$ cat config.mk
export PLATFORM = sky130hd
export DESIGN_NAME = bcd_calendar_rtc
export DESIGN_NICKNAME = d
export VERILOG_FILES = /design/src/rtl/rtc_cal_pkg.sv /design/src/rtl/rtc_bcd_field.sv /design/src/rtl/rtc_time_core.sv /design/src/rtl/rtc_alarm_unit.sv /design/src/rtl/bcd_calendar_rtc.sv
export SDC_FILE = /design/constraint.sdc
export NUM_CORES = 1
export LEC_CHECK = 0
export BUFFER_PORTS_ARGS = -buffer_cell sky130_fd_sc_hd__buf_2
export CORE_MARGIN = 8
export CORE_UTILIZATION = 40
export DETAILED_ROUTE_END_ITERATION = 7
export GPL_TIMING_DRIVEN = 0
export PLACE_DENSITY_LB_ADDON = 0.05
export REMOVE_ABC_BUFFERS = 1
export SYNTH_ARGS = -nofsm -noshare
export SYNTH_HDL_FRONTEND = slang
export SYNTH_SLANG_ARGS = --single-unit
export TNS_END_PERCENT = 10
$ cat constraint.sdc
create_clock -name clk -period 6.75 [get_ports clk]
set_clock_uncertainty 0.2 [all_clocks]
set_input_delay 1.0125 -clock clk [delete_from_list [all_inputs] [get_ports clk]]
set_output_delay 1.0125 -clock clk [all_outputs]
set_load 0.05 [all_outputs]
$ cat src/rtl/rtc_cal_pkg.sv
package rtc_cal_pkg;

   localparam int BYTE_W    = 8;
   localparam int NUM_TIME  = 7;
   localparam int NUM_ALARM = 6;

   localparam int IDX_SEC  = 0;
   localparam int IDX_MIN  = 1;
   localparam int IDX_HOUR = 2;
   localparam int IDX_DAY  = 3;
   localparam int IDX_MON  = 4;
   localparam int IDX_YEAR = 5;
   localparam int IDX_WDAY = 6;

   // Next packed-BCD value without any limit applied.
   function automatic logic [7:0] bcd_step(input logic [7:0] v);
      if (v[3:0] >= 4'd9) return {v[7:4] + 4'd1, 4'd0};
      else                return {v[7:4], v[3:0] + 4'd1};
   endfunction

   function automatic logic [7:0] bcd_to_bin(input logic [7:0] v);
      return 8'(v[7:4]) * 8'd10 + 8'(v[3:0]);
   endfunction

   function automatic logic year_is_leap(input logic [7:0] yr);
      return bcd_to_bin(yr) % 8'd4 == 8'd0;
   endfunction

   // Last valid day (BCD) of a month for a given year.
   function automatic logic [7:0] last_day(input logic [7:0] mon, input logic [7:0] yr);
      case (mon)
         8'h02:                      return year_is_leap(yr) ? 8'h29 : 8'h28;
         8'h04, 8'h06, 8'h09, 8'h11: return 8'h30;
         default:                    return 8'h31;
      endcase
   endfunction

   // Static top value of each time field.
   function automatic logic [7:0] field_top(input int idx);
      case (idx)
         IDX_SEC, IDX_MIN: return 8'h59;
         IDX_HOUR:         return 8'h23;
         IDX_DAY:          return 8'h31;
         IDX_MON:          return 8'h12;
         IDX_YEAR:         return 8'h99;
         default:          return 8'h06;
      endcase
   endfunction

   // Reset and wrap value of each time field.
   function automatic logic [7:0] field_base(input int idx);
      return (idx == IDX_DAY || idx == IDX_MON) ? 8'h01 : 8'h00;
   endfunction

endpackage

$ cat src/rtl/rtc_bcd_field.sv
module rtc_bcd_field #(
   parameter int          W        = 8,
   parameter logic [7:0]  BASE_VAL = 8'h00
) (
   input  logic         clk,
   input  logic         rst_n,
   input  logic         inc,
   input  logic [W-1:0] top,
   input  logic         wr_en,
   input  logic [W-1:0] wr_data,
   output logic [W-1:0] value,
   output logic         carry
);
   import rtc_cal_pkg::*;

   if (W != 8) begin : g_bad_width
      $error("rtc_bcd_field supports only byte-wide packed BCD");
   end

   always_ff @(posedge clk or negedge rst_n) begin
      if (!rst_n)            value <= BASE_VAL;
      else if (wr_en)        value <= wr_data;
      else if (inc) begin
         if (value == top)   value <= BASE_VAL;
         else                value <= bcd_step(value);
      end
   end

   assign carry = inc && (value == top);

   AST_FIELD_WRAP: assert property (@(posedge clk) disable iff (!rst_n)
      inc && !wr_en && value == top |=> value == BASE_VAL);
   AST_FIELD_HOLD: assert property (@(posedge clk) disable iff (!rst_n)
      !inc && !wr_en |=> $stable(value));

endmodule

$ cat src/rtl/rtc_time_core.sv
module rtc_time_core
   import rtc_cal_pkg::*;
#(
   parameter int NF = NUM_TIME
) (
   input  logic                 clk,
   input  logic                 rst_n,
   input  logic                 adv,
   input  logic [NF-1:0]        wr_en,
   input  logic [BYTE_W-1:0]    wr_data,
   output logic [NF-1:0][7:0]   fields,
   output logic                 adv_done
);

   if (NF != NUM_TIME) begin : g_bad_nf
      $error("rtc_time_core needs exactly seven time fields");
   end

   logic [NF-1:0] inc;
   logic [NF-1:0] carry;

   for (genvar i = 0; i < NF; i++) begin : g_fld
      logic [7:0] top;
      if (i == IDX_DAY) begin : g_dyn
         assign top = last_day(fields[IDX_MON], fields[IDX_YEAR]);
      end else begin : g_fix
         assign top = field_top(i);
      end

      if (i == IDX_SEC) begin : g_src_tick
         assign inc[i] = adv;
      end else if (i == IDX_WDAY) begin : g_src_day
         assign inc[i] = carry[IDX_HOUR];
      end else begin : g_src_chain
         assign inc[i] = carry[i-1];
      end

      rtc_bcd_field #(.W(BYTE_W), .BASE_VAL(field_base(i))) u_fld (
         .clk     (clk),
         .rst_n   (rst_n),
         .inc     (inc[i]),
         .top     (top),
         .wr_en   (wr_en[i]),
         .wr_data (wr_data),
         .value   (fields[i]),
         .carry   (carry[i])
      );
   end

   logic unused_carry;
   assign unused_carry = carry[IDX_YEAR] ^ carry[IDX_WDAY];

   always_ff @(posedge clk or negedge rst_n) begin
      if (!rst_n) adv_done <= 1'b0;
      else        adv_done <= adv;
   end

   AST_WDAY_MOVES: assert property (@(posedge clk) disable iff (!rst_n)
      inc[IDX_WDAY] && !wr_en[IDX_WDAY] |=> fields[IDX_WDAY] != $past(fields[IDX_WDAY]));
   AST_DAY_WITH_WDAY: assert property (@(posedge clk) disable iff (!rst_n)
      inc[IDX_DAY] |-> inc[IDX_WDAY]);

endmodule

$ cat src/rtl/rtc_alarm_unit.sv
module rtc_alarm_unit
   import rtc_cal_pkg::*;
#(
   parameter int NA = NUM_ALARM
) (
   input  logic                clk,
   input  logic                rst_n,
   input  logic [NA-1:0][7:0]  now_i,
   input  logic                adv_done,
   input  logic [NA-1:0]       wr_en,
   input  logic [BYTE_W-1:0]   wr_data,
   input  logic                clr_req,
   input  logic                snap_req,
   output logic [NA-1:0][7:0]  alarm_q,
   output logic                flag,
   output logic                snap
);

   logic [NA-1:0] eq;
   logic          match;

   for (genvar i = 0; i < NA; i++) begin : g_alm
      always_ff @(posedge clk or negedge rst_n) begin
         if (!rst_n)        alarm_q[i] <= 8'h00;
         else if (wr_en[i]) alarm_q[i] <= wr_data;
      end
      assign eq[i] = (alarm_q[i] == now_i[i]);
   end

   assign match = &eq;

   always_ff @(posedge clk or negedge rst_n) begin
      if (!rst_n)                 flag <= 1'b0;
      else if (adv_done && match) flag <= 1'b1;
      else if (clr_req)           flag <= 1'b0;
   end

   always_ff @(posedge clk or negedge rst_n) begin
      if (!rst_n)        snap <= 1'b0;
      else if (snap_req) snap <= flag;
   end

   AST_W1C_CLEARS: assert property (@(posedge clk) disable iff (!rst_n)
      clr_req && !(adv_done && match) |=> !flag);
   AST_FLAG_STICKY: assert property (@(posedge clk) disable iff (!rst_n)
      flag && !clr_req |=> flag);
   AST_SNAP_HOLD: assert property (@(posedge clk) disable iff (!rst_n)
      !snap_req |=> $stable(snap));

endmodule

$ cat src/rtl/bcd_calendar_rtc.sv
module bcd_calendar_rtc
   import rtc_cal_pkg::*;
#(
   parameter int ADDR_W     = 5,
   parameter int DATA_W     = 8,
   parameter int TIME_BASE  = 0,
   parameter int ALARM_BASE = 8,
   parameter int CTRL_ADDR  = 16,
   parameter int IEN_ADDR   = 17,
   parameter int STAT_ADDR  = 18,
   parameter int RUN_BIT    = 0,
   parameter int AIE_BIT    = 3,
   parameter int AF_BIT     = 6
) (
   input  logic              clk,
   input  logic              rst_n,
   input  logic              tick,
   input  logic              reg_wr,
   input  logic              reg_rd,
   input  logic [ADDR_W-1:0] reg_addr,
   input  logic [DATA_W-1:0] reg_wdata,
   output logic [DATA_W-1:0] reg_rdata,
   output logic              alarm_irq
);

   localparam int ADDR_SPAN = 1 << ADDR_W;

   if (DATA_W != BYTE_W) begin : g_bad_data
      $error("register port must be byte wide");
   end
   if (TIME_BASE + NUM_TIME > ADDR_SPAN || ALARM_BASE + NUM_ALARM > ADDR_SPAN ||
       CTRL_ADDR >= ADDR_SPAN || IEN_ADDR >= ADDR_SPAN || STAT_ADDR >= ADDR_SPAN) begin : g_bad_map
      $error("register map does not fit the address width");
   end
   if (RUN_BIT >= DATA_W || AIE_BIT >= DATA_W || AF_BIT >= DATA_W) begin : g_bad_bits
      $error("control bit position outside the data byte");
   end

   localparam logic [ADDR_W-1:0] A_CTRL = ADDR_W'(CTRL_ADDR);
   localparam logic [ADDR_W-1:0] A_IEN  = ADDR_W'(IEN_ADDR);
   localparam logic [ADDR_W-1:0] A_STAT = ADDR_W'(STAT_ADDR);

   logic [NUM_TIME-1:0]       time_wr;
   logic [NUM_ALARM-1:0]      alarm_wr;
   logic [NUM_TIME-1:0][7:0]  fields;
   logic [NUM_ALARM-1:0][7:0] alarm_q;
   logic                      run_q;
   logic                      aie_q;
   logic                      adv;
   logic                      adv_done;
   logic                      flag;
   logic                      snap;
   logic                      clr_req;
   logic                      snap_req;

   for (genvar i = 0; i < NUM_TIME; i++) begin : g_twr
      assign time_wr[i] = reg_wr && (reg_addr == ADDR_W'(TIME_BASE + i));
   end
   for (genvar i = 0; i < NUM_ALARM; i++) begin : g_awr
      assign alarm_wr[i] = reg_wr && (reg_addr == ADDR_W'(ALARM_BASE + i));
   end

   // A time write in the same cycle suppresses the tick completely.
   assign adv      = tick && run_q && !(|time_wr);
   assign clr_req  = reg_wr && (reg_addr == A_STAT) && reg_wdata[AF_BIT];
   assign snap_req = reg_rd && (reg_addr == A_STAT);

   always_ff @(posedge clk or negedge rst_n) begin
      if (!rst_n) begin
         run_q <= 1'b0;
         aie_q <= 1'b0;
      end else if (reg_wr) begin
         if (reg_addr == A_CTRL) run_q <= reg_wdata[RUN_BIT];
         if (reg_addr == A_IEN)  aie_q <= reg_wdata[AIE_BIT];
      end
   end

   rtc_time_core #(.NF(NUM_TIME)) u_core (
      .clk      (clk),
      .rst_n    (rst_n),
      .adv      (adv),
      .wr_en    (time_wr),
      .wr_data  (reg_wdata),
      .fields   (fields),
      .adv_done (adv_done)
   );

   rtc_alarm_unit #(.NA(NUM_ALARM)) u_alarm (
      .clk      (clk),
      .rst_n    (rst_n),
      .now_i    (fields[NUM_ALARM-1:0]),
      .adv_done (adv_done),
      .wr_en    (alarm_wr),
      .wr_data  (reg_wdata),
      .clr_req  (clr_req),
      .snap_req (snap_req),
      .alarm_q  (alarm_q),
      .flag     (flag),
      .snap     (snap)
   );

   assign alarm_irq = flag && aie_q;

   always_comb begin
      reg_rdata = '0;
      for (int i = 0; i < NUM_TIME; i++)
         if (reg_addr == ADDR_W'(TIME_BASE + i)) reg_rdata = fields[i];
      for (int i = 0; i < NUM_ALARM; i++)
         if (reg_addr == ADDR_W'(ALARM_BASE + i)) reg_rdata = alarm_q[i];
      if (reg_addr == A_CTRL) reg_rdata[RUN_BIT] = run_q;
      if (reg_addr == A_IEN)  reg_rdata[AIE_BIT] = aie_q;
      if (reg_addr == A_STAT) reg_rdata[AF_BIT]  = snap;
   end

   AST_WRITE_WINS: assert property (@(posedge clk) disable iff (!rst_n)
      time_wr[IDX_SEC] |=> fields[IDX_SEC] == $past(reg_wdata));
   AST_FROZEN: assert property (@(posedge clk) disable iff (!rst_n)
      !run_q && !reg_wr |=> $stable(fields));
   AST_IRQ_NEEDS_FLAG: assert property (@(posedge clk) disable iff (!rst_n)
      $rose(alarm_irq) |-> $past(adv_done) || $past(reg_wr));

endmodule

# == Yosys cells after proc, flatten, opt, wreduce, memory -nomap -nowiden ==
# Index checks and enable logic that the tools add are counted.
# totals
ff_bits,109
latch_bits,0
mem_bits_rw,0
romBits,0
inputBits,18
elab_cells,184
mem_count,0
# op_classes
n_addsub,15
n_mul,1
div_mod_pow,0
n_lt_le_gt_ge,7
eq_ne,33
shifts,0
mux,48
bitwise,0
n_reduce_logical,55
# op_table
op,n
$mux W8,41
$add A4 B1 Y4 const B,14
$eq A8 B8 Y1,7
$eq A5 B4 Y1 const B,6
$ge A4 B4 Y1 const B,7
$logic_and A1 B1 Y1,25
$eq A8 B3 Y1 const B,3
$reduce_bool A3 Y1,7
$reduce_and A2 Y1,9
$eq A8 B5 Y1 const B,2
$eq A8 B7 Y1 const B,2
$pmux W8 S2,1
$reduce_bool A2 Y1,8
$eq A5 B3 Y1 const B,3
$eq A5 B5 Y1 const B,3
$eq A5 B2 Y1 const B,2
$eq A8 B2 Y1 const B,1
$eq A8 B4 Y1 const B,1
$eq A8 B6 Y1 const B,1
$eq A8 B8 Y1 const B,1
$logic_not A8 Y1,1
$reduce_or A7 Y1,1
$mux W1,6
$reduce_and A6 Y1,1
6 further kinds,6

# == Logic depth before layout (Yosys ltp) ==
# Gate-level depths: netlist (run 1).
# logic_depth
depth_word,15
depth_mapped,10
depth_no_buf,9

# == Cells and area by module ==
# From an unflattened synthesis (run 1), not the netlist that was laid out.
# hier_totals
cells_unflattened,964
area_unflattened_um2,8809.7
# by_module_without_submodules
mod,n_inst,cells_per_inst,area_each_um2,seq_area_each_um2
rtc_bcd_field at u_core.g_fld[0].u_fld ...,5,74,648.1,200.2
rtc_alarm_unit,1,171,2354.8,1251.2
bcd_calendar_rtc,1,240,1625.3,50.0
rtc_bcd_field at u_core.g_fld[3].u_fld ...,2,83,739.5,201.4
rtc_time_core,1,17,110.1,25.0

# == Least setup slack after synthesis (run 1) ==
# OpenSTA, ideal clock, no wires.
# synth_path
kind,input-to-output
start,in reg_addr[1]
end,out reg_rdata[0]
t_arrival_ns,3.488
required_ns,5.537
path_slack_ns,2.049
stages,7
path_buffers,1
path_cell_list,clkbuf_1 -> nand2b_1 -> nor3_1 -> a221oi_1 -> nor3_1 -> nor3_1 -> o21ai_0
# synth_via
elab_chain_cells,15
word_cells_on_any_way,28
cone_classes,eq/ne (13); mux (14); reduce/logical (1)
# synth_lines
element,line,rtl
"start, declared",bcd_calendar_rtc.sv:20,"input logic [ADDR_W-1:0] reg_addr,"
$logic_not A5 Y1,bcd_calendar_rtc.sv:107,if (reg_addr == ADDR_W'(TIME_BASE + i)) reg_rdata = fields[i];
$mux W8 (7 in a row),bcd_calendar_rtc.sv:107,
$mux W8 (6 in a row),bcd_calendar_rtc.sv:109,if (reg_addr == ADDR_W'(ALARM_BASE + i)) reg_rdata = alarm_q[i];
$mux W1 *,bcd_calendar_rtc.sv:110,if (reg_addr == A_CTRL) reg_rdata[RUN_BIT] = run_q;
"end, declared",bcd_calendar_rtc.sv:22,"output logic [DATA_W-1:0] reg_rdata,"
# Mark *: on every way between the ends. The rest lies on a longest branch, timed or not.

# == Final worst setup path (run 1) ==
# layout_path
start,in reg_addr[0]
end,out reg_rdata[4]
# layout_via
elab_chain_cells,14
word_cells_on_any_way,26
cone_classes,eq/ne (12); mux (13); reduce/logical (1)
# layout_lines
element,line
$logic_not A5 Y1,bcd_calendar_rtc.sv:107
$mux W8 (7 in a row),bcd_calendar_rtc.sv:107
$mux W8 (5 in a row),bcd_calendar_rtc.sv:109
$mux W8 *,bcd_calendar_rtc.sv:109
# Marked as above.

==> results of run 1 <==
==> report_power, final <==
part	internal [W]	switching (W)	leakage (nW)
clock network	0.000265	0.000290	0.149
registers	0.000781	0.000259	1.36
logic	0.000278	0.000386	2.01
total	0.00132	0.000934	3.51
==> placed cells by master (no fill, tap or decap), types with 8 or more instances in the layout <==
master	synthesis	final
sky130_fd_sc_hd__o22ai_1	12	12
sky130_fd_sc_hd__a22oi_1	15	15
sky130_fd_sc_hd__inv_1	49	49
sky130_fd_sc_hd__xnor2_1	9	9
sky130_fd_sc_hd__nor3_1	26	25
sky130_fd_sc_hd__clkbuf_16	0	9
sky130_fd_sc_hd__nor4_1	10	10
sky130_fd_sc_hd__nor2b_1	19	19
sky130_fd_sc_hd__dfrtp_1	107	107
sky130_fd_sc_hd__xor2_1	23	23
sky130_fd_sc_hd__nand4_1	8	8
sky130_fd_sc_hd__ha_1	37	37
sky130_fd_sc_hd__nand3_1	32	32
sky130_fd_sc_hd__a31oi_1	10	10
sky130_fd_sc_hd__mux2i_1	12	12
sky130_fd_sc_hd__nor2_1	61	61
sky130_fd_sc_hd__nand2b_1	10	10
sky130_fd_sc_hd__mux2_2	52	52
sky130_fd_sc_hd__nand2_1	73	73
sky130_fd_sc_hd__buf_2	5	25
sky130_fd_sc_hd__o2bb2ai_1	9	9
sky130_fd_sc_hd__a21oi_1	57	57
sky130_fd_sc_hd__o21ai_0	65	65
==> cells by family (layout without fill, tap and decap cells) <==
logic type,Yosys count,in the layout,synth area share
compound gates,262,262,0.226
xor+xnor,32,32,0.0360
simple gates,290,290,0.193
flops,109,109,0.351
buf+inv,88,93,0.0448
mux,64,64,0.0906
fa+ha+maj,37,37,0.0595
==> routing by layer <==
| layer | part of all wire | routed length [um] | track usage |
|---|---|---|---|
| met1 | 0.45 | 13200 | 0.339 |
| met2 | 0.46 | 13600 | 0.392 |
| met3 | 0.058 | 1720 | 0.0358 |
| met4 | 0.038 | 1110 | 0.111 |
| met5 | 0 | 0 | 0 |
==> area by class of cell <==
type                    instances  area [sq um]  share of cell area
clock buffers                   9           225              0.0267
clock inverters                 7          76.3             0.00905
inverters                      49           184              0.0218
multi-input cells             685          4720               0.559
flip-flops and latches        109          2730               0.324
well taps                     265           332              0.0393
repair buffers                 28           171              0.0203
==> flip-flops by register name, summed over array words and instances (netlist names) <==
signal / cells
aie_q: 1
run_q: 1
u_alarm.alarm_q: 48
u_alarm.flag: 1
u_alarm.snap: 1
u_core.adv_done: 1
u_core.g_fld.u_fld.value: 56
==> cell usage after synthesis, drive strengths merged (12+ instances only) <==
cell and count:
a21oi 58, a22oi 15, clkbuf 31, dfrtp 107, ha 37, inv 49
mux2 52, mux2i 12, nand2 73, nand3 33, nor2 61, nor2b 19
nor3 27, o21ai 66, o22ai 12, xor2 23
==> worst reg2reg max path: cells and delay by family, from the launching register on <==
family	cells	cell delay (ns)
AND/OR/NAND/NOR	5	1.73
AO/OA/AOI/OAI	2	0.71
flip-flops	1	0.59
adder cells (fa/ha/maj)	1	0.24
==> worst paths after layout <==
| check | from | end |
|---|---|---|
| min | u_alarm.snap$_DFFE_PN0P_ | u_alarm.snap$_DFFE_PN0P_ |
| min reg2reg | u_alarm.snap$_DFFE_PN0P_ | u_alarm.snap$_DFFE_PN0P_ |
| max | reg_addr[0] | reg_rdata[4] |
| max reg2reg | u_core.g_fld[1].u_fld.value[0]$_DFFE_PN0P_ | u_core.g_fld[4].u_fld.value[3]$_DFFE_PN0P_ |
| max in group asynchronous | rst_n | u_alarm.alarm_q[14]$_DFFE_PN0P_ |
| min in group asynchronous | rst_n | u_core.g_fld[3].u_fld.value[3]$_DFFE_PN0P_ |
==> per-stage QoR <==
stage	hold slack, ns	instances	power, W	instance area [sq um]
floorplan	0.256	843	0.00140	7620
global placement	0.296	1134	0.00168	8080
detailed placement	0.310	1136	0.00170	8130
CTS	0.338	1152	0.00226	8430
global route	0.349	1152	0.00239	8440
finish	0.336	1152	0.00226	8440
==> results.md, run 1 <==
- The reg2reg setup slack is 3.19 ns.
- The flip-flop and latch count after synthesis is 109.
- The number of stages on the worst setup path is 6.
- Grouping stages by cell kind, the critical path spends the most delay in buffers and inverters.
- The congestion estimate from routability-driven global placement came to about 0.91.
- The Yosys step of the flow raised 0 warnings.
- Clock-pin slew was measured on the worst setup and hold paths at around 0.090 ns.
- The region available for standard cell placement spans roughly 0.019 sq mm.
- Entering global routing, the biggest net connects 64 pins.
- The relative max-transition margin is 0.0333.
- Of the cells placed in the final design, the portion with a size suffix greater than 1 is 0.131.
- The share of synthesized area occupied by flip-flops and latches is 0.351.
- The number of antenna violations at the first check in global routing is 0.
- For this run, the total global-route usage over all layers was measured as 0.251.
- The overall via count from detail_route is 7198.
- The DRC violation count after routing is 0.
- Traced cell by cell, the critical path runs through buf_2, inv_1, nor3_1, a222oi_1, o211ai_1, buf_2.
- The die is around 160 um wide.
- The worst setup path is of the in2out kind.
- The clock reaches the later pin of the worst-skew pair after 0.37 ns.
- The highest clock rate is ~0.17 GHz.
- The shortest period the worst path allows is 5.75 ns.
- The number of DRC markers in iteration 0 is ~640.
- The cell that appears most often on the critical path is sky130_fd_sc_hd__buf_2.
- The predominant post-synthesis flop cell is sky130_fd_sc_hd__dfrtp_1.
- Synthesis produced 882 cells.
- IR analysis of the VDD net gives a maximum drop of 0.152 mV.
- The top fanout value on the critical path is 55.
- The first global-routing pass estimated 45400 um of wire.
- The via count of the first global-routing pass came to 7158.
- Data on the critical path is required at its endpoint by between 5 and 6 ns.
- After synthesis, the cell types taking the most area are sky130_fd_sc_hd__dfrtp_1 34%, sky130_fd_sc_hd__mux2_2 7.5%, sky130_fd_sc_hd__ha_1 5.9%.
- The number of I/O pins is 27.
- The layout has 1957 filler cells.
- The number of nets in the layout is 937.
- The dominant cell type by area after synthesis is sky130_fd_sc_hd__dfrtp_1.
- The total of endpoints with negative setup slack in the final report is 0.
- The residual antenna-violating net count after detailed routing is 0.
- For this design the ratio of total power to cell area is 268 mW/mm^2.
- The detailed-route vias per instance is 6.25.
- Measured on the finished design, the core utilization comes to 0.438.
- The tree is rooted in a sky130_fd_sc_hd__clkbuf_16.
- The number of buffers and inverters on the critical path is 3.
- Counting flops with an async set or reset pin after synthesis yields a share of 1.00.
- Counting distinct cell types in the post-synthesis netlist gives 79.
- The post-CTS setup buffer count is 0.
- The number of buffers added on ports is 26.
- The fraction of synthesized cell area taken by the top area cell type is 0.344.
- The worst hold path class is reg2reg.
- The total of hold buffers inserted after clock tree synthesis is 0.
- The longest clock path from root to sink contains 2 buffers.
- The synthesized design contains 0 enable-type register cells.
- The instance count along the most critical hold path is 1.
- Dividing the detail-routed wire length by the instance count gives 25.7 um.
- The first detailed-routing pass ran for 6 iterations.
- The count of maximum capacitance violations is 0.
- The area growth from synthesis to layout is 8.37%.
- The post-synthesis cell area is between 0.007 and 0.008 sq mm.
- Setup repair after global routing left no endpoint under its margin.
- The critical path endpoint category is an output pin.
- The final setup TNS is 0 ns.
- The launching element type of the critical path is an input port.
- The number of levels in the clock H-tree is 3.
- The final critical-path share of the clock period is 0.852.
- The initial cell density of the core is 0.404.
- The count of clock tree sinks is roughly 110.
- The count of endpoints failing hold in the final timing report came to 0.
- The number of antenna diodes in the final layout is 0.
- The clock buffer count from CTS is 9.
- The area of the die is ~0.024 sq mm.
- The largest individual stage delay along the critical path comes from the cell sky130_fd_sc_hd__nor3_1.
- The stage delay of the slowest cell on the critical path is 1.04 ns.
- At the worst endpoint, the arrival time is 4.54 ns.
- The TritonCTS clock tree is built.
- After legalization and detailed placement, the total HPWL measured about 22000 um.
- For this design the static power due to leakage is ~3.5 nW.
- Gates resized during post-CTS repair numbered 0.
- The flow ran to the end, and the final reports show no timing, DRC or antenna violations.
- The post-placement setup slack is 1.22 ns.
- For this block, the routed nets add up to between 20000 and 30000 um of wire.
- The remaining global-route overflow is 0.
- For the pin with the worst max-slew slack, the measured transition is 1.44 ns.
- The die extent in y is about 160 um.
- The average instance area after synthesis is ~8.8 sq um.
- The number of cells on the worst reg-to-reg path is 8.
- The number of slew-limit violations in the final report is 0.
- The cell row count is 51.
- The final worst-path setup slack is 1.00 ns.
Note: power is estimated with default switching activity, not from simulation.
==> inputs of run 2 (changes only) <==
--- a/config.mk
+++ b/config.mk
@@ -10,7 +10,7 @@
 export CORE_UTILIZATION = 40
 export DETAILED_ROUTE_END_ITERATION = 7
 export GPL_TIMING_DRIVEN = 0
-export PLACE_DENSITY_LB_ADDON = 0.05
+export PLACE_DENSITY = 0.53
 export REMOVE_ABC_BUFFERS = 1
 export SYNTH_ARGS = -nofsm -noshare
 export SYNTH_HDL_FRONTEND = slang
==> constraint.sdc (replaced) <==
create_clock -name clk -period 6.9 [get_ports clk]
set_clock_uncertainty 0.2 [all_clocks]
set_input_delay 1.035 -clock clk [delete_from_list [all_inputs] [get_ports clk]]
set_output_delay 1.035 -clock clk [all_outputs]
set_load 0.05 [all_outputs]
==> run 2 against run 1 <==
Effect of this change:
- power fell by 2.0%
- final cell count did not move
- critical endpoint unchanged
- global-route usage shrank 1.2 points
- combinational power decreased by 3.3%
- first-iteration DRC count increased by 19%
- utilization increased by 0.078 points
==> results.md, run 2 (synthesis results as in run 1) <==
- The flow ran to the end, and the final reports show no timing, DRC or antenna violations.
- The number of flip-flops under the largest register name is 56 (unchanged).
- Compared with the post-synthesis result, the final layout area differs by 8.57%.
- The number of slew-limit violations in the final report is 0 (unchanged).
- The total of endpoints with negative setup slack in the final report came to 0 (unchanged).
- The data required time at the worst endpoint is 5.66 ns (+0.12 ns).
- The final weighted congestion in routability-driven placement is 0.961 (+5.4%).
- The via count of the first global-routing pass is 6558 (-8.4%).
- The final setup TNS was 0 ns (unchanged).
- The number of buffers added on ports is 26 (unchanged).
- The worst setup path is launched from an input port.
- STA classifies the critical path endpoint as an output pin.
- u_core.g_fld.u_fld.value holds more flip-flops than any other register.
- The x dimension of the die is 156 um (unchanged).
- The top fanout value on the critical path was 55 (unchanged).
- Derived from the worst setup path, the maximum achievable clock frequency is 0.175 GHz.
- The number of DRC markers in iteration 0 is 757 (+19%).
- The worst hold slack is 0.336 ns (+0.000151 ns).
- The final instance area is 0.00845 sq mm (+0.18%).
- The number of I/O pins was 27 (unchanged).
- The met3 track utilization from global routing is 0.0327 (-0.00305).
- The residual antenna-violating net count after detailed routing is 0 (unchanged).
- The number of antenna violations at the first check in global routing is 0 (unchanged).
- The critical path in this run is classified as in2out.
- The initial cell density of the core is 0.404 (unchanged).
- The met2 usage in global routing was 0.374 (-0.0180).
- The number of detailed-route iterations in the first pass was 6 (unchanged).
- The number of diodes added for antenna fixing is 0 (unchanged).
- The overall via count from detail_route is 7102 (-1.3%).
- The library cell used most frequently in the layout, excluding fill and tap cells, is sky130_fd_sc_hd__dfrtp_1.
- Setup repair after global routing left no endpoint under its margin.
- The combined global-route utilization of all metal layers is 0.239 (-0.0115).
- The most crowded layer after global routing is met2.
- The count of instances resized after the clock tree is built is 0 (unchanged).
- In the finished design, the share of the clock period the worst path needs comes to 0.829.
- The tightest min-delay check is of the reg2reg type.
- The ratio of total power to cell area is 262 mW/mm^2 (-2.2%).
- The number of levels in the clock H-tree is 3 (unchanged).
- The relative max-transition margin is 0.0510 (+0.0177).
- CTS placed an instance of sky130_fd_sc_hd__clkbuf_16 at the clock tree root.
- The half-perimeter wire length after placement was 20800 um (-4.5%).
- The reg2reg setup slack is 3.42 ns (+0.23 ns).
- The wire length of the first global-routing pass was 43300 um (-4.6%).
- The arrival time of the worst setup path was 4.48 ns (-0.06 ns).
- The global-route met1 utilization is 0.336 (-0.00272).
- The static leakage came to 3.52 nW (+0.13%).
- The source-to-sink clock delay at the later pin of the worst-skew pair is 0.37 ns (about the same).
- The cell row count is 51 (unchanged).
- The clock buffer count from CTS was 9 (unchanged).
- The aggregate routed wire length was 28500 um (-3.8%).
- In the layout the commonest cells are 107 x sky130_fd_sc_hd__dfrtp_1, 73 x sky130_fd_sc_hd__nand2_1, 65 x sky130_fd_sc_hd__o21ai_0.
- The standard cell area after detailed placement is 0.00813 sq mm (unchanged).
- The total of hold buffers inserted after clock tree synthesis is 0 (unchanged).
- The standard cell core area came to 0.0193 sq mm (unchanged).
- The routed wirelength normalized by instance count is 24.7 um (-3.8%).
- The shortest period the worst path allows is 5.72 ns.
- The buffer levels on the longest clock path was 2 (unchanged).
- The area of the die is 0.0242 sq mm (unchanged).
- The number of nets in the layout is 937 (unchanged).
- The largest net degree at the start of global routing is 64 (unchanged).
- The largest registers in the layout are u_core.g_fld.u_fld.value (56), u_alarm.alarm_q (48).
- The die extent in y is 156 um (unchanged).
- The count of endpoints failing hold in the final timing report is 0 (unchanged).
- The count of maximum capacitance violations came to 0 (unchanged).
- The transition at the pin with the smallest max-transition slack came to 1.41 ns (-0.0264 ns).
- The post-CTS setup buffer count is 0 (unchanged).
- The TritonCTS clock tree is built.
- The remaining global-route overflow came to 0 (unchanged).
- The DRC violation count after routing is 0 (unchanged).
- The count of clock tree sinks was 109 (unchanged).
- The share of final-layout standard cells stronger than drive strength 1 is 0.130 (-0.00113).
- The detailed-route vias per instance came to 6.16 (-1.3%).
- The clock slew at the register clock pins of the worst setup and hold paths was 0.09 ns (about the same).
- The peak ir drop on the vdd network came to 0.156 mV (+2.2%).
==> run 2: cell count changes in the layout (fill, tap and decap cells not counted), sizes merged <==
cell    change
clkinv      +2
inv         -2
==> run 2: path summary, 6_finish.rpt <==
kind,start,to,cells after the start
setup / recovery,reg_addr[0],reg_rdata[4],6
hold / removal,u_alarm.snap$_DFFE_PN0P_,u_alarm.snap$_DFFE_PN0P_,1
setup reg to reg,u_core.g_fld[4].u_fld.value[0]$_DFFE_PN1P_,u_core.g_fld[4].u_fld.value[1]$_DFFE_PN0P_,9
hold reg to reg,u_alarm.snap$_DFFE_PN0P_,u_alarm.snap$_DFFE_PN0P_,1
max in group asynchronous,rst_n,u_core.g_fld[0].u_fld.value[4]$_DFFE_PN0P_,2
min in group asynchronous,rst_n,u_core.g_fld[6].u_fld.value[2]$_DFFE_PN0P_,1
==> run 2: per-stage QoR <==
stage | worst slack [ns] | utilization | power [W] | instances
after floorplan | 2.28 | - | 0.00137 | 843
after global placement | 1.29 | 0.419 | 0.00165 | 1134
after detailed placement | 1.36 | 0.422 | 0.00165 | 1136
after CTS | 1.38 | 0.439 | 0.00221 | 1152
after global routing | 1.06 | 0.439 | 0.00233 | 1152
final | 1.18 | 0.439 | 0.00221 | 1152
==> run 2: cell type report <==
cell class	instances	area, sq um
well taps	265	332
clock inverters	7	96.3
flip-flops and latches	109	2730
clock buffers	9	225
inverters	49	184
multi-input cells	685	4710
repair buffers	28	171
fillers	1953	10800
==> run 2: power by group <==
part	internal [W]	switching, W
Combinational	0.000271	0.000371
Sequential	0.000764	0.000252
Clock	0.000264	0.000290
Total	0.00130	0.000913
==> run 2: worst max-delay path, cell delays in order <==
cell and delay (ns):
sky130_fd_sc_hd__buf_2 0.86, sky130_fd_sc_hd__inv_1 0.64, sky130_fd_sc_hd__nor3_1 0.99, sky130_fd_sc_hd__a222oi_1 0.34, sky130_fd_sc_hd__o211ai_1 0.25, sky130_fd_sc_hd__buf_2 0.32
==> run 2: routing by layer <==
layer,vias up,routed length [um]
met4,0,731
li1,3273,-
met5,-,0
met3,44,1760
met1,3491,13000
met2,294,13000
==> inputs of run 3 (changes only) <==
--- a/config.mk
+++ b/config.mk
@@ -5,12 +5,13 @@
 export SDC_FILE = /design/constraint.sdc
 export NUM_CORES = 1
 export LEC_CHECK = 0
+export ABC_AREA = 1
 export BUFFER_PORTS_ARGS = -buffer_cell sky130_fd_sc_hd__buf_2
 export CORE_MARGIN = 8
 export CORE_UTILIZATION = 40
 export DETAILED_ROUTE_END_ITERATION = 7
 export GPL_TIMING_DRIVEN = 0
-export PLACE_DENSITY = 0.53
+export PLACE_DENSITY = 0.54
 export REMOVE_ABC_BUFFERS = 1
 export SYNTH_ARGS = -nofsm -noshare
 export SYNTH_HDL_FRONTEND = slang
==> constraint.sdc (replaced) <==
create_clock -name clk -period 5.55 [get_ports clk]
set_clock_uncertainty 0.2 [all_clocks]
set_input_delay 0.8325 -clock clk [delete_from_list [all_inputs] [get_ports clk]]
set_output_delay 0.8325 -clock clk [all_outputs]
set_load 0.05 [all_outputs]
==> run 3 against run 2 <==
Effect of this change:
- clock power up 38%
- critical endpoint is now reg_rdata[7]
- count of clock-buffer cells in the layout up 1
- largest power group unchanged
- hold slack got worse by 0.21 ns
- global-route usage is 3.0 points lower
- sequential cell count is the same
- synthesized cell count grew 18%
- sequential power grew 21%
- critical path type unchanged
- highest routed layer unchanged
- cell area decreased by 2.3%
- first-iteration DRC count shrank 18%
==> results.md, run 3 <==
- From synthesis to final layout, the design area changed by 8.73%.
- TritonCTS built the clock tree.
- The residual antenna-violating net count after detailed routing is 0 (unchanged).
- The number of detailed-route iterations in the first pass is 5 (-1).
- The share of final-layout standard cells stronger than drive strength 1 came to 0.0931 (-0.0366).
- The buffer levels on the longest clock path was 2 (unchanged).
- In the post-synthesis netlist, the cell with the most instances is sky130_fd_sc_hd__nand2_1.
- The count of maximum capacitance violations was 0 (unchanged).
- The synthesized-area fraction occupied by xor and xnor cells came to 0.0669 (+0.0309).
- The register ranked first by flip-flop count is u_core.g_fld.u_fld.value.
- Ranked by instance count, the synthesized netlist is headed by 275 x sky130_fd_sc_hd__nand2_1, 112 x sky130_fd_sc_hd__inv_1, 107 x sky130_fd_sc_hd__dfrtp_1.
- The post-route total power came to 0.00290 W (+31%).
- The share of synthesized area occupied by flip-flops and latches is 0.359 (+0.00866).
- Dividing the final minimum period by the clock period gives 0.692.
- The routed wirelength normalized by instance count is 18.9 um (-23%).
- The number of nets in the layout is 1103 (+18%).
- The largest net degree at the start of global routing came to 88 (+38%).
- The predominant post-synthesis flop cell is sky130_fd_sc_hd__dfrtp_1.
- In the final layout, the registers with the most flip-flops are u_core.g_fld.u_fld.value (56), u_alarm.alarm_q (48).
- The multiplexer share of the synthesized area is 0 (-0.0906).
- The combined global-route utilization of all metal layers was 0.209 (-0.0299).
- The clock buffer count from CTS is 9 (unchanged).
- The standard cell core area is 0.0187 sq mm (-2.9%).
- Setup repair after global routing left no endpoint under its margin.
- The largest family of logic cells by synthesized area is simple AND/OR/NAND/NOR gates.
- The top fanout value on the critical path is 8 (-85%).
- The number of levels in the clock H-tree is 3 (unchanged).
- The peak ir drop on the vdd network is 0.263 mV (+69%).
- The cell row count is 50 (-2.0%).
- The number of DRC markers in iteration 0 is 620 (-18%).
- The worst hold path class is in2async.
- The total of hold buffers inserted after clock tree synthesis came to 0 (unchanged).
- The relative max-transition margin is 0.413 (+0.362).
- The post-synthesis compound-gate area fraction is 0.121 (-0.105).
- The fraction of synthesized cell area taken by the top area cell type is 0.352 (+0.00849).
- The half-perimeter wire length after placement is 17900 um (-14%).
- The die extent in y was 154 um (-1.1%).
- The average instance area after synthesis was 7.30 sq um (-17%).
- The arrival time of the worst setup path was 2.81 ns (-1.67 ns).
- The number of slew-limit violations in the final report is 0 (unchanged).
- The clock slew at the register clock pins of the worst setup and hold paths is 0.07 ns (-0.02 ns).
- The static leakage was 4.00 nW (+14%).
- The count of endpoints failing hold in the final timing report is 0 (unchanged).
- The worst setup path is captured at an output pin.
- The wire length of the first global-routing pass is 38500 um (-11%).
- The flip-flop and latch count after synthesis is 109 (unchanged).
- The initial cell density of the core was 0.406 (+0.00218).
- The detailed-route vias per instance was 5.37 (-13%).
- The area of the die is 0.0237 sq mm (-2.2%).
- The number of buffers added on ports is 26 (unchanged).
- The via count of the first global-routing pass was 6584 (+0.40%).
- The aggregate routed wire length was 24300 um (-15%).
- The ratio of total power to cell area is 351 mW/mm^2 (+34%).
- The x dimension of the die was 154 um (-1.1%).
- The count of fill cells added during filler insertion came to 1906 (-2.4%).
- The run finished with clean final reports.
- The launching element type of the critical path is an input port.
- The post-synthesis instance total is 1041 (+18%).
- The remaining global-route overflow is 0 (unchanged).
- The fraction of the mapped netlist area in adder cells came to 0.0609 (+0.00147).
- In this run the clock root is driven by a sky130_fd_sc_hd__clkbuf_16.
- The source-to-sink clock delay at the later pin of the worst-skew pair was 0.36 ns (about the same).
- The transition at the pin with the smallest max-transition slack was 0.878 ns (-0.535 ns).
- The final weighted congestion in routability-driven placement is 0.952 (-0.85%).
- The overall via count from detail_route came to 6907 (-2.7%).
- The clock period could shrink to 3.84 ns.
- The type of the worst setup path is in2out.
- The number of I/O pins is 27 (unchanged).
- The dominant cell type by area after synthesis is sky130_fd_sc_hd__dfrtp_1.
- The number of antenna violations at the first check in global routing is 0 (unchanged).
- The count of unique library cells instantiated by Yosys came to 46 (-42%).
- Leaving out fill and tap cells, the most frequent cells in the layout are 275 x sky130_fd_sc_hd__nand2_1, 112 x sky130_fd_sc_hd__inv_1, 107 x sky130_fd_sc_hd__dfrtp_1.
- The post-synthesis cell area was 0.00760 sq mm (-2.4%).
- The total of endpoints with negative setup slack in the final report was 0 (unchanged).
- The number of diodes added for antenna fixing is 0 (unchanged).
- The share of flip-flops with an asynchronous set or reset is 1.00 (unchanged).
- The final setup TNS came to 0 ns (unchanged).
- The number of flip-flops under the largest register name is 56 (unchanged).
- The count of instances resized after the clock tree is built was 0 (unchanged).
- The standard cell area after detailed placement is 0.00792 sq mm (-2.6%).
- The post-synthesis share of cell area spent on and, or, nand and nor gates is 0.314 (+0.121).
- The count of clock tree sinks is 109 (unchanged).
- The DRC violation count after routing is 0 (unchanged).
- The data required time at the worst endpoint was 4.52 ns (-1.14 ns).
- Timing would allow up to 0.260 GHz.
- The most common cell after layout, fill and taps aside is sky130_fd_sc_hd__nand2_1.
- The number of synthesized flops with an enable pin is 0 (unchanged).
- The post-CTS setup buffer count is 0 (unchanged).
- The final instance area is 0.00826 sq mm (-2.3%).
- The yosys synthesis warning count is 0 (unchanged).
- By area the synthesized netlist is led by sky130_fd_sc_hd__dfrtp_1 35%, sky130_fd_sc_hd__nand2_1 14%, sky130_fd_sc_hd__ha_1 6.1%.
- The worst hold slack is 0.121 ns (-0.215 ns).
==> run 3: changes by cell type after synthesis, sizes merged, moves of 14 or more <==
cell	delta
a21oi	-41
inv	+73
mux2	-52
nand2	+214
nand3	+58
nand4	+14
nor2	+33
nor2b	-19
o21ai	+25
xor2	+18
==> run 3: kinds of logic after synthesis <==
family / Yosys count
adders and majority gates: 37
and+or+nand+nor: 524
xor gates and xnor gates: 58
buffers and inverters: 154
AOI/OAI and AO/OA: 159
DFF: 109
==> run 3: layout make-up <==
class / instances / area (sq um) / area share
Inverter: 123 / 462 / 0.0559
Clock inverter: 6 / 111 / 0.0135
Timing Repair Buffer: 27 / 164 / 0.0198
Sequential cell: 109 / 2730 / 0.330
Tap cell: 234 / 293 / 0.0354
Multi-Input combinational cell: 778 / 4270 / 0.517
Clock buffer: 10 / 229 / 0.0277
==> run 3: power by group <==
| group | switching (W) | internal (W) | leakage, nW |
|---|---|---|---|
| clock | 0.000320 | 0.000443 | 0.163 |
| combinational | 0.000549 | 0.000351 | 2.48 |
| sequential | 0.000265 | 0.000969 | 1.36 |
==> run 3: worst paths after layout <==
| check | from | to | slack, ns | depth (start not counted) |
|---|---|---|---|---|
| hold reg to reg | u_alarm.snap$_DFFE_PN0P_ | u_alarm.snap$_DFFE_PN0P_ | 0.31 | 2 |
| max in group asynchronous | rst_n | aie_q$_DFFE_PN0P_ | 4.29 | 2 |
| min in group clk | u_alarm.snap$_DFFE_PN0P_ | u_alarm.snap$_DFFE_PN0P_ | 0.31 | 2 |
| setup / recovery | reg_addr[3] | reg_rdata[7] | 1.71 | 13 |
| setup reg to reg | u_core.g_fld[4].u_fld.value[0]$_DFFE_PN1P_ | u_core.g_fld[5].u_fld.value[4]$_DFFE_PN0P_ | 2.80 | 14 |
| hold / removal | rst_n | u_core.g_fld[4].u_fld.value[1]$_DFFE_PN0P_ | 0.12 | 1 |
==> run 3: metrics by stage <==
stage / setup WS [ns] / cells / util
3_3_place_gp: 1.76 / 1270 / 0.422
4_1_cts: 1.73 / 1287 / 0.442
2_1_floorplan: 2.29 / 1010 / -
3_5_place_dp: 1.74 / 1271 / 0.423
5_1_grt: 1.51 / 1287 / 0.442
6_report: 1.71 / 1287 / 0.442
==> run 3: critical path, stage by stage <==
cell,delay [ns]
sky130_fd_sc_hd__buf_2,0.14
sky130_fd_sc_hd__nor2_4,0.23
sky130_fd_sc_hd__inv_2,0.11
sky130_fd_sc_hd__nor2_1,0.45
sky130_fd_sc_hd__nand2_1,0.10
sky130_fd_sc_hd__nand3_1,0.17
sky130_fd_sc_hd__nor2_1,0.06
sky130_fd_sc_hd__nand3_1,0.11
sky130_fd_sc_hd__nor3_1,0.07
sky130_fd_sc_hd__nand3_1,0.09
sky130_fd_sc_hd__nand2_1,0.08
sky130_fd_sc_hd__nand3_1,0.10
sky130_fd_sc_hd__buf_2,0.28
==> run 3: metal layers <==
layer	share of wire	vias to the layer above	track usage
li1	-	3413	-
met1	0.46	3306	0.282
met2	0.47	154	0.347
met3	0.041	34	0.0244
met4	0.023	0	0.0630
met5	0	-	0
